File: src/rtl/gpio_irq_pkg.sv
package gpio_irq_pkg;

    localparam int unsigned PIN_COUNT     = 32;
    localparam int unsigned BUS_DATA_W    = 32;
    localparam int unsigned BUS_ADDR_W    = 8;
    localparam int unsigned MODE_W        = 4;
    localparam int unsigned MODE_LSB      = 16;
    localparam int unsigned STATUS_ADDR   = 'hA0;

    typedef enum logic [MODE_W-1:0] {
        MODE_OFF  = 4'h0,
        MODE_LOW  = 4'h8,
        MODE_RISE = 4'h9,
        MODE_FALL = 4'hA,
        MODE_BOTH = 4'hB,
        MODE_HIGH = 4'hC
    } det_mode_e;

    function automatic logic mode_is_armed(input logic [MODE_W-1:0] m);
        return (m == MODE_LOW) || (m == MODE_RISE) || (m == MODE_FALL) ||
               (m == MODE_BOTH) || (m == MODE_HIGH);
    endfunction

endpackage

File: src/rtl/gpio_irq_sync.sv
module gpio_irq_sync #(
    parameter int unsigned WIDTH = 32
) (
    input  logic             clk,
    input  logic             rst_n,
    input  logic [WIDTH-1:0] pins_i,
    output logic [WIDTH-1:0] sync_o,
    output logic [WIDTH-1:0] prev_o
);

    typedef struct packed {
        logic [WIDTH-1:0] meta;
        logic [WIDTH-1:0] sync;
        logic [WIDTH-1:0] prev;
    } sync_t;

    sync_t st_d, st_q;

    always_comb begin
        st_d      = st_q;
        st_d.meta = pins_i;
        st_d.sync = st_q.meta;
        st_d.prev = st_q.sync;
    end

    always_ff @(posedge clk) begin
        if (!rst_n) st_q <= '0;
        else        st_q <= st_d;
    end

    assign sync_o = st_q.sync;
    assign prev_o = st_q.prev;

    // the history stage lags the synchronized level by exactly one cycle
    assert_prev_lags_R12: assert property (@(posedge clk) disable iff (!rst_n)
        1'b1 |=> (prev_o == $past(sync_o)));

endmodule

File: src/rtl/gpio_irq_detect.sv
module gpio_irq_detect
    import gpio_irq_pkg::*;
(
    input  logic [MODE_W-1:0] mode_i,
    input  logic              level_i,
    input  logic              last_i,
    output logic              event_o
);

    always_comb begin
        unique case (mode_i)
            MODE_LOW:  event_o = ~level_i;
            MODE_HIGH: event_o = level_i;
            MODE_RISE: event_o = level_i & ~last_i;
            MODE_FALL: event_o = ~level_i & last_i;
            MODE_BOTH: event_o = level_i ^ last_i;
            default:   event_o = 1'b0;
        endcase
    end

endmodule

File: src/rtl/gpio_irq_regs.sv
module gpio_irq_regs
    import gpio_irq_pkg::*;
#(
    parameter int unsigned NPINS    = PIN_COUNT,
    parameter int unsigned ADDR_W   = BUS_ADDR_W,
    parameter int unsigned DATA_W   = BUS_DATA_W,
    parameter int unsigned FIELD_LO = MODE_LSB,
    parameter int unsigned STAT_OFS = STATUS_ADDR
) (
    input  logic                         clk,
    input  logic                         rst_n,
    input  logic                         wr_i,
    input  logic                         rd_i,
    input  logic [ADDR_W-1:0]            addr_i,
    input  logic [DATA_W-1:0]            wdata_i,
    input  logic [NPINS-1:0]             event_i,
    output logic [NPINS-1:0][MODE_W-1:0] mode_o,
    output logic [NPINS-1:0]             flags_o,
    output logic [DATA_W-1:0]            rdata_o
);

    localparam int unsigned IDX_W     = (NPINS > 1) ? $clog2(NPINS) : 1;
    localparam int unsigned CTRL_SPAN = NPINS * 4;

    typedef struct packed {
        logic [NPINS-1:0][MODE_W-1:0] mode;
        logic [NPINS-1:0]             flags;
        logic [DATA_W-1:0]            rdata;
    } regs_t;

    regs_t rg_d, rg_q;

    logic             ctrl_hit;
    logic             stat_hit;
    logic [IDX_W-1:0] ctrl_idx;
    logic [NPINS-1:0] clr_mask;

    always_comb begin
        ctrl_hit = (int'(addr_i) < int'(CTRL_SPAN)) && (addr_i[1:0] == 2'b00);
        stat_hit = (int'(addr_i) == int'(STAT_OFS));
        ctrl_idx = addr_i[IDX_W+1:2];
        clr_mask = (wr_i && stat_hit) ? wdata_i[NPINS-1:0] : '0;

        rg_d = rg_q;
        if (wr_i && ctrl_hit)
            rg_d.mode[ctrl_idx] = wdata_i[FIELD_LO +: MODE_W];

        // a detection in the same cycle overrides the clear
        rg_d.flags = (rg_q.flags & ~clr_mask) | event_i;

        if (rd_i) begin
            rg_d.rdata = '0;
            if (ctrl_hit)
                rg_d.rdata[FIELD_LO +: MODE_W] = rg_q.mode[ctrl_idx];
            else if (stat_hit)
                rg_d.rdata[NPINS-1:0] = rg_q.flags;
        end
    end

    always_ff @(posedge clk) begin
        if (!rst_n) rg_q <= '0;
        else        rg_q <= rg_d;
    end

    assign mode_o  = rg_q.mode;
    assign flags_o = rg_q.flags;
    assign rdata_o = rg_q.rdata;

    // a bit written with one and not hit by an event is clear afterwards
    assert_w1c_clears_R8: assert property (@(posedge clk) disable iff (!rst_n)
        (wr_i && stat_hit) |=> ((flags_o & $past(clr_mask & ~event_i)) == '0));

    // every detection leaves its flag set, whatever the bus did
    assert_event_wins_R9: assert property (@(posedge clk) disable iff (!rst_n)
        (|event_i) |=> ((flags_o & $past(event_i)) == $past(event_i)));

    // a flag never rises without a detection on that pin
    assert_no_spurious_R7: assert property (@(posedge clk) disable iff (!rst_n)
        1'b1 |=> ((flags_o & ~$past(flags_o) & ~$past(event_i)) == '0));

endmodule

File: src/rtl/gpio_irq_unit.sv
module gpio_irq_unit
    import gpio_irq_pkg::*;
#(
    parameter int unsigned NPINS    = PIN_COUNT,
    parameter int unsigned ADDR_W   = BUS_ADDR_W,
    parameter int unsigned DATA_W   = BUS_DATA_W,
    parameter int unsigned FIELD_LO = MODE_LSB,
    parameter int unsigned STAT_OFS = STATUS_ADDR
) (
    input  logic              clk,
    input  logic              rst_n,
    input  logic              bus_wr,
    input  logic              bus_rd,
    input  logic [ADDR_W-1:0] bus_addr,
    input  logic [DATA_W-1:0] bus_wdata,
    output logic [DATA_W-1:0] bus_rdata,
    input  logic [NPINS-1:0]  pins_i,
    output logic              irq_o
);

    logic [NPINS-1:0]             level_w;
    logic [NPINS-1:0]             last_w;
    logic [NPINS-1:0]             event_w;
    logic [NPINS-1:0][MODE_W-1:0] mode_w;
    logic [NPINS-1:0]             flags_w;

    gpio_irq_sync #(.WIDTH(NPINS)) u_sync (
        .clk    (clk),
        .rst_n  (rst_n),
        .pins_i (pins_i),
        .sync_o (level_w),
        .prev_o (last_w)
    );

    for (genvar p = 0; p < NPINS; p++) begin : g_pin
        gpio_irq_detect u_det (
            .mode_i  (mode_w[p]),
            .level_i (level_w[p]),
            .last_i  (last_w[p]),
            .event_o (event_w[p])
        );

        // an unarmed pin never reports a detection
        assert_unarmed_quiet_R7: assert property (@(posedge clk) disable iff (!rst_n)
            !mode_is_armed(mode_w[p]) |-> !event_w[p]);
    end

    gpio_irq_regs #(
        .NPINS    (NPINS),
        .ADDR_W   (ADDR_W),
        .DATA_W   (DATA_W),
        .FIELD_LO (FIELD_LO),
        .STAT_OFS (STAT_OFS)
    ) u_regs (
        .clk     (clk),
        .rst_n   (rst_n),
        .wr_i    (bus_wr),
        .rd_i    (bus_rd),
        .addr_i  (bus_addr),
        .wdata_i (bus_wdata),
        .event_i (event_w),
        .mode_o  (mode_w),
        .flags_o (flags_w),
        .rdata_o (bus_rdata)
    );

    assign irq_o = |flags_w;

endmodule

File: config.mk
export PLATFORM = sky130hd
export DESIGN_NAME = gpio_irq_unit
export DESIGN_NICKNAME = d
export VERILOG_FILES = /design/src/rtl/gpio_irq_pkg.sv /design/src/rtl/gpio_irq_sync.sv /design/src/rtl/gpio_irq_detect.sv /design/src/rtl/gpio_irq_regs.sv /design/src/rtl/gpio_irq_unit.sv
export SDC_FILE = /design/constraint.sdc
export NUM_CORES = 1
export LEC_CHECK = 0
export ABC_AREA = 1
export BUFFER_PORTS_ARGS = -buffer_cell sky130_fd_sc_hd__buf_2
export CORE_ASPECT_RATIO = 1.1
export CORE_MARGIN = 2
export CORE_UTILIZATION = 25
export DETAILED_ROUTE_END_ITERATION = 6
export GPL_TIMING_DRIVEN = 0
export PLACE_DENSITY = 0.45
export SLEW_MARGIN = 40
export SYNTH_ARGS = -nofsm -noshare
export SYNTH_HDL_FRONTEND = slang
export SYNTH_SLANG_ARGS = --single-unit
File: constraint.sdc
create_clock -name clk -period 1.2 [get_ports clk]
set_input_delay 0.12 -clock clk [delete_from_list [all_inputs] [get_ports clk]]
set_output_delay 0.12 -clock clk [all_outputs]
set_load 0.005 [all_outputs]
==> metrics.txt <==
Crit Path Class flop to output port; fin. max-slew vios 0; leakage 8.457 nW; RSZ-0062 raised after global routing true; die area 56590 µm²; CP Launch Type flop; core area 53900 µm²; CTS root buf clkbuf_16; critical path capture point type output port; vias in the first global route 13130; drt total wl 47260 µm; area occupied by multi-input gates 7625 µm²; Area growth syn-to-layout 38.90%; reg2reg end u_regs.flags_o[16]$_SDFF_PN0_; Die Height 249.3 µm; Boundary Pins 109; num rows 89; Top FF cell, synth dfxtp_1; power consumption 0.02202 W; Slew @ Worst Pin 0.8492 ns; RR Startpoint u_sync.sync_o[16]$_SDFF_PN0_; Synth warnings 0; Clock Skew 0.01833 ns; post-layout min period 1.876 ns; HPWL after DPL 34500 µm; final instance area 19000 µm²; FF/Latch Area 6098 µm²; wire length per cell 15.40 µm; pwr/cell area 1159 nW/µm²; DR vias/cell 4.389; # nets final 2457; Highest Clock Rate 533.1 MHz; reg2reg setup slack -0.13 ns; async set-reset flop share out of synthesis 0%; Critical Path AT 1.76 ns; Max-Cap Viols 0; failing checks setup timing; vias after detailed routing 13470; Initial Util 25.37%; worst vdd ir 0.0006365 V; Final ANT Viol Nets 0; DR iter-0 viols 723; port buffer count 104; Synth cell types 24; Worst-path clk slew 0.06 ns; final hold slack 0.01577 ns; critical path required time 1.08 ns; crit path capture irq_o; Pre-Repair DR Iteration Count 5; CTS buffer count 35; Reg2Reg Depth 8; sequential area share after synthesis 42.16%; mapped cell area 13680 µm²; Final Hold Viols 0; largest net degree at the start of global routing 13; Die Wd 227 µm; Final Wtd Congestion 0.9024; Setup violations, final 30; post-synthesis net count 2176; total global-route track usage 16.61%; outcome complete, but fails checks; Max FO, Critical Path 2; dpl cell area 15140 µm²; Slew HR 43.39%; Final WS setup -0.6759 ns; share of cells above drive strength 1 30.50%; HP Class input pin to flop; CTS tree done; clk buf depth 3; Post-synth EDFFs 0; #FFs+latches synth 288; first-pass GRT wire length 72990 µm; filler instances 5830; Cells after Synth 2036; initial antenna violation count 2; # DRC 0; Period Utilization, post-route 156.3%; Critical Path Start u_regs.flags_o[3]$_SDFF_PN0_; Clock Latency Late Sink 0.53 ns; Mean Syn Cell Area 6.717 µm²; grt ovf 0; H-tree depth reported by CTS 2; CTS sink cnt 288
==> registers in the layout (all words and copies together) (netlist names) <==
register and cells:
u_regs.rdata_o 32, u_sync.st_d 32, u_sync.sync_o 32, u_regs.mode_o 128
u_regs.flags_o 32, u_sync.prev_o 32
==> cells by family (layout without fill, tap and decap cells) <==
| kind of cell | count (synthesis) | after routing | share of synthesized area, % |
|---|---|---|---|
| compound gates | 402 | 402 | 15.30 |
| fa+ha+maj | 64 | 64 | 5.855 |
| buf+inv | 367 | 669 | 10.27 |
| flops | 288 | 288 | 42.16 |
| other cells | 0 | 2 | 0 |
| simple gates | 915 | 915 | 26.41 |
==> worst min-delay path by stage <==
| stage | startpoint | end | slack [ns] | cells past startpoint |
|---|---|---|---|---|
| global placement | pins_i[27] | u_sync.st_d[59]$_SDFF_PN0_ | 0.30 | 3 |
| finish | bus_wdata[19] | u_regs.mode_o[75]$_SDFFE_PN0P_ | 0.02 | 3 |
| detailed placement | pins_i[15] | u_sync.st_d[47]$_SDFF_PN0_ | 0.30 | 3 |
| global route | bus_wdata[19] | u_regs.mode_o[75]$_SDFFE_PN0P_ | 0.02 | 3 |
| floorplan | pins_i[0] | u_sync.st_d[32]$_SDFF_PN0_ | 0.22 | 2 |
| CTS | bus_wdata[19] | u_regs.mode_o[75]$_SDFFE_PN0P_ | 0.006 | 3 |
==> report_power, final <==
part | internal (W) | leakage, nW | switching, W
Sequential | 0.00968 | 2.44 | 0.000149
Clock | 0.00627 | 0.547 | 0.00415
Combinational | 0.000703 | 5.48 | 0.00107
==> routing by layer <==
metal | wire (µm) | global-route usage (%) | vias up
met1 | 20920 | 20.72 | 6172
li1 | - | - | 6947
met5 | 0 | 0 | -
met3 | 2241 | 2.512 | 72
met4 | 1309 | 4.967 | 0
met2 | 22790 | 29.21 | 274
==> synthesized netlist by cell type (9+ instances only) <==
cell type | n | share of area (%)
dfxtp_1 | 288 | 42
nand2_1 | 622 | 17
buf_2 | 16 | 0.59
ha_1 | 64 | 5.9
nor2_2 | 9 | 0.41
o211ai_1 | 32 | 1.8
inv_1 | 270 | 7.4
inv_2 | 18 | 0.49
clkbuf_1 | 48 | 1.3
nand3_1 | 24 | 0.88
a21oi_1 | 106 | 3.9
nand4_1 | 12 | 0.55
buf_1 | 13 | 0.36
nor2_1 | 229 | 6.3
o21ai_0 | 263 | 9.6
==> layout by cell type, fill, tap and decap left out, types with 61 or more instances in the layout <==
cell,count
o21ai_0,165
dfxtp_2,110
dlygate4sd3_1,62
inv_2,61
dfxtp_1,126
o21ai_1,72
inv_1,225
buf_4,80
a21oi_1,77
nor2_1,203
buf_2,110
nand2_2,78
nand2_1,543
==> layout make-up <==
type | count | share of cell area [%]
well taps | 728 | 4.795
inverters | 288 | 5.717
plain buffers | 79 | 1.983
clock buffers | 51 | 5.348
repair buffers | 244 | 9.419
flip-flops and latches | 288 | 32.10
multi-input cells | 1381 | 40.14
diodes | 2 | 0.02635
clock inverters | 7 | 0.4677
==> critical path, cell delays in order, from the launching register on <==
cell     delay (ns)
dfxtp_2        0.34
nor4_4         0.30
nand4_1        0.20
or2_4          0.28
buf_6          0.11
==> timing repair <==
action / in CTS / in global routing
hold buffers: 62 / 0
endpoints found under the hold margin: 62 / 0
pin swaps: 167 / 135
resized for setup: 370 / 214
setup endpoints to repair: 165 / 118
setup buffers: 67 / 11
==> per-stage QoR <==
stage	utilization, %	TNS, ns	std cells	setup WS (ns)
2_1_floorplan	-	-1.574	2036	-0.07149
3_3_place_gp	28.09	-188.41	2868	-0.9422
3_5_place_dp	28.10	-169.66	2868	-0.9527
4_1_cts	34.12	-3.941	3055	-0.7442
5_1_grt	35.24	-5.835	3066	-0.7312
6_report	35.24	-2.520	3068	-0.6759
Power figures use the tool's default switching activity.
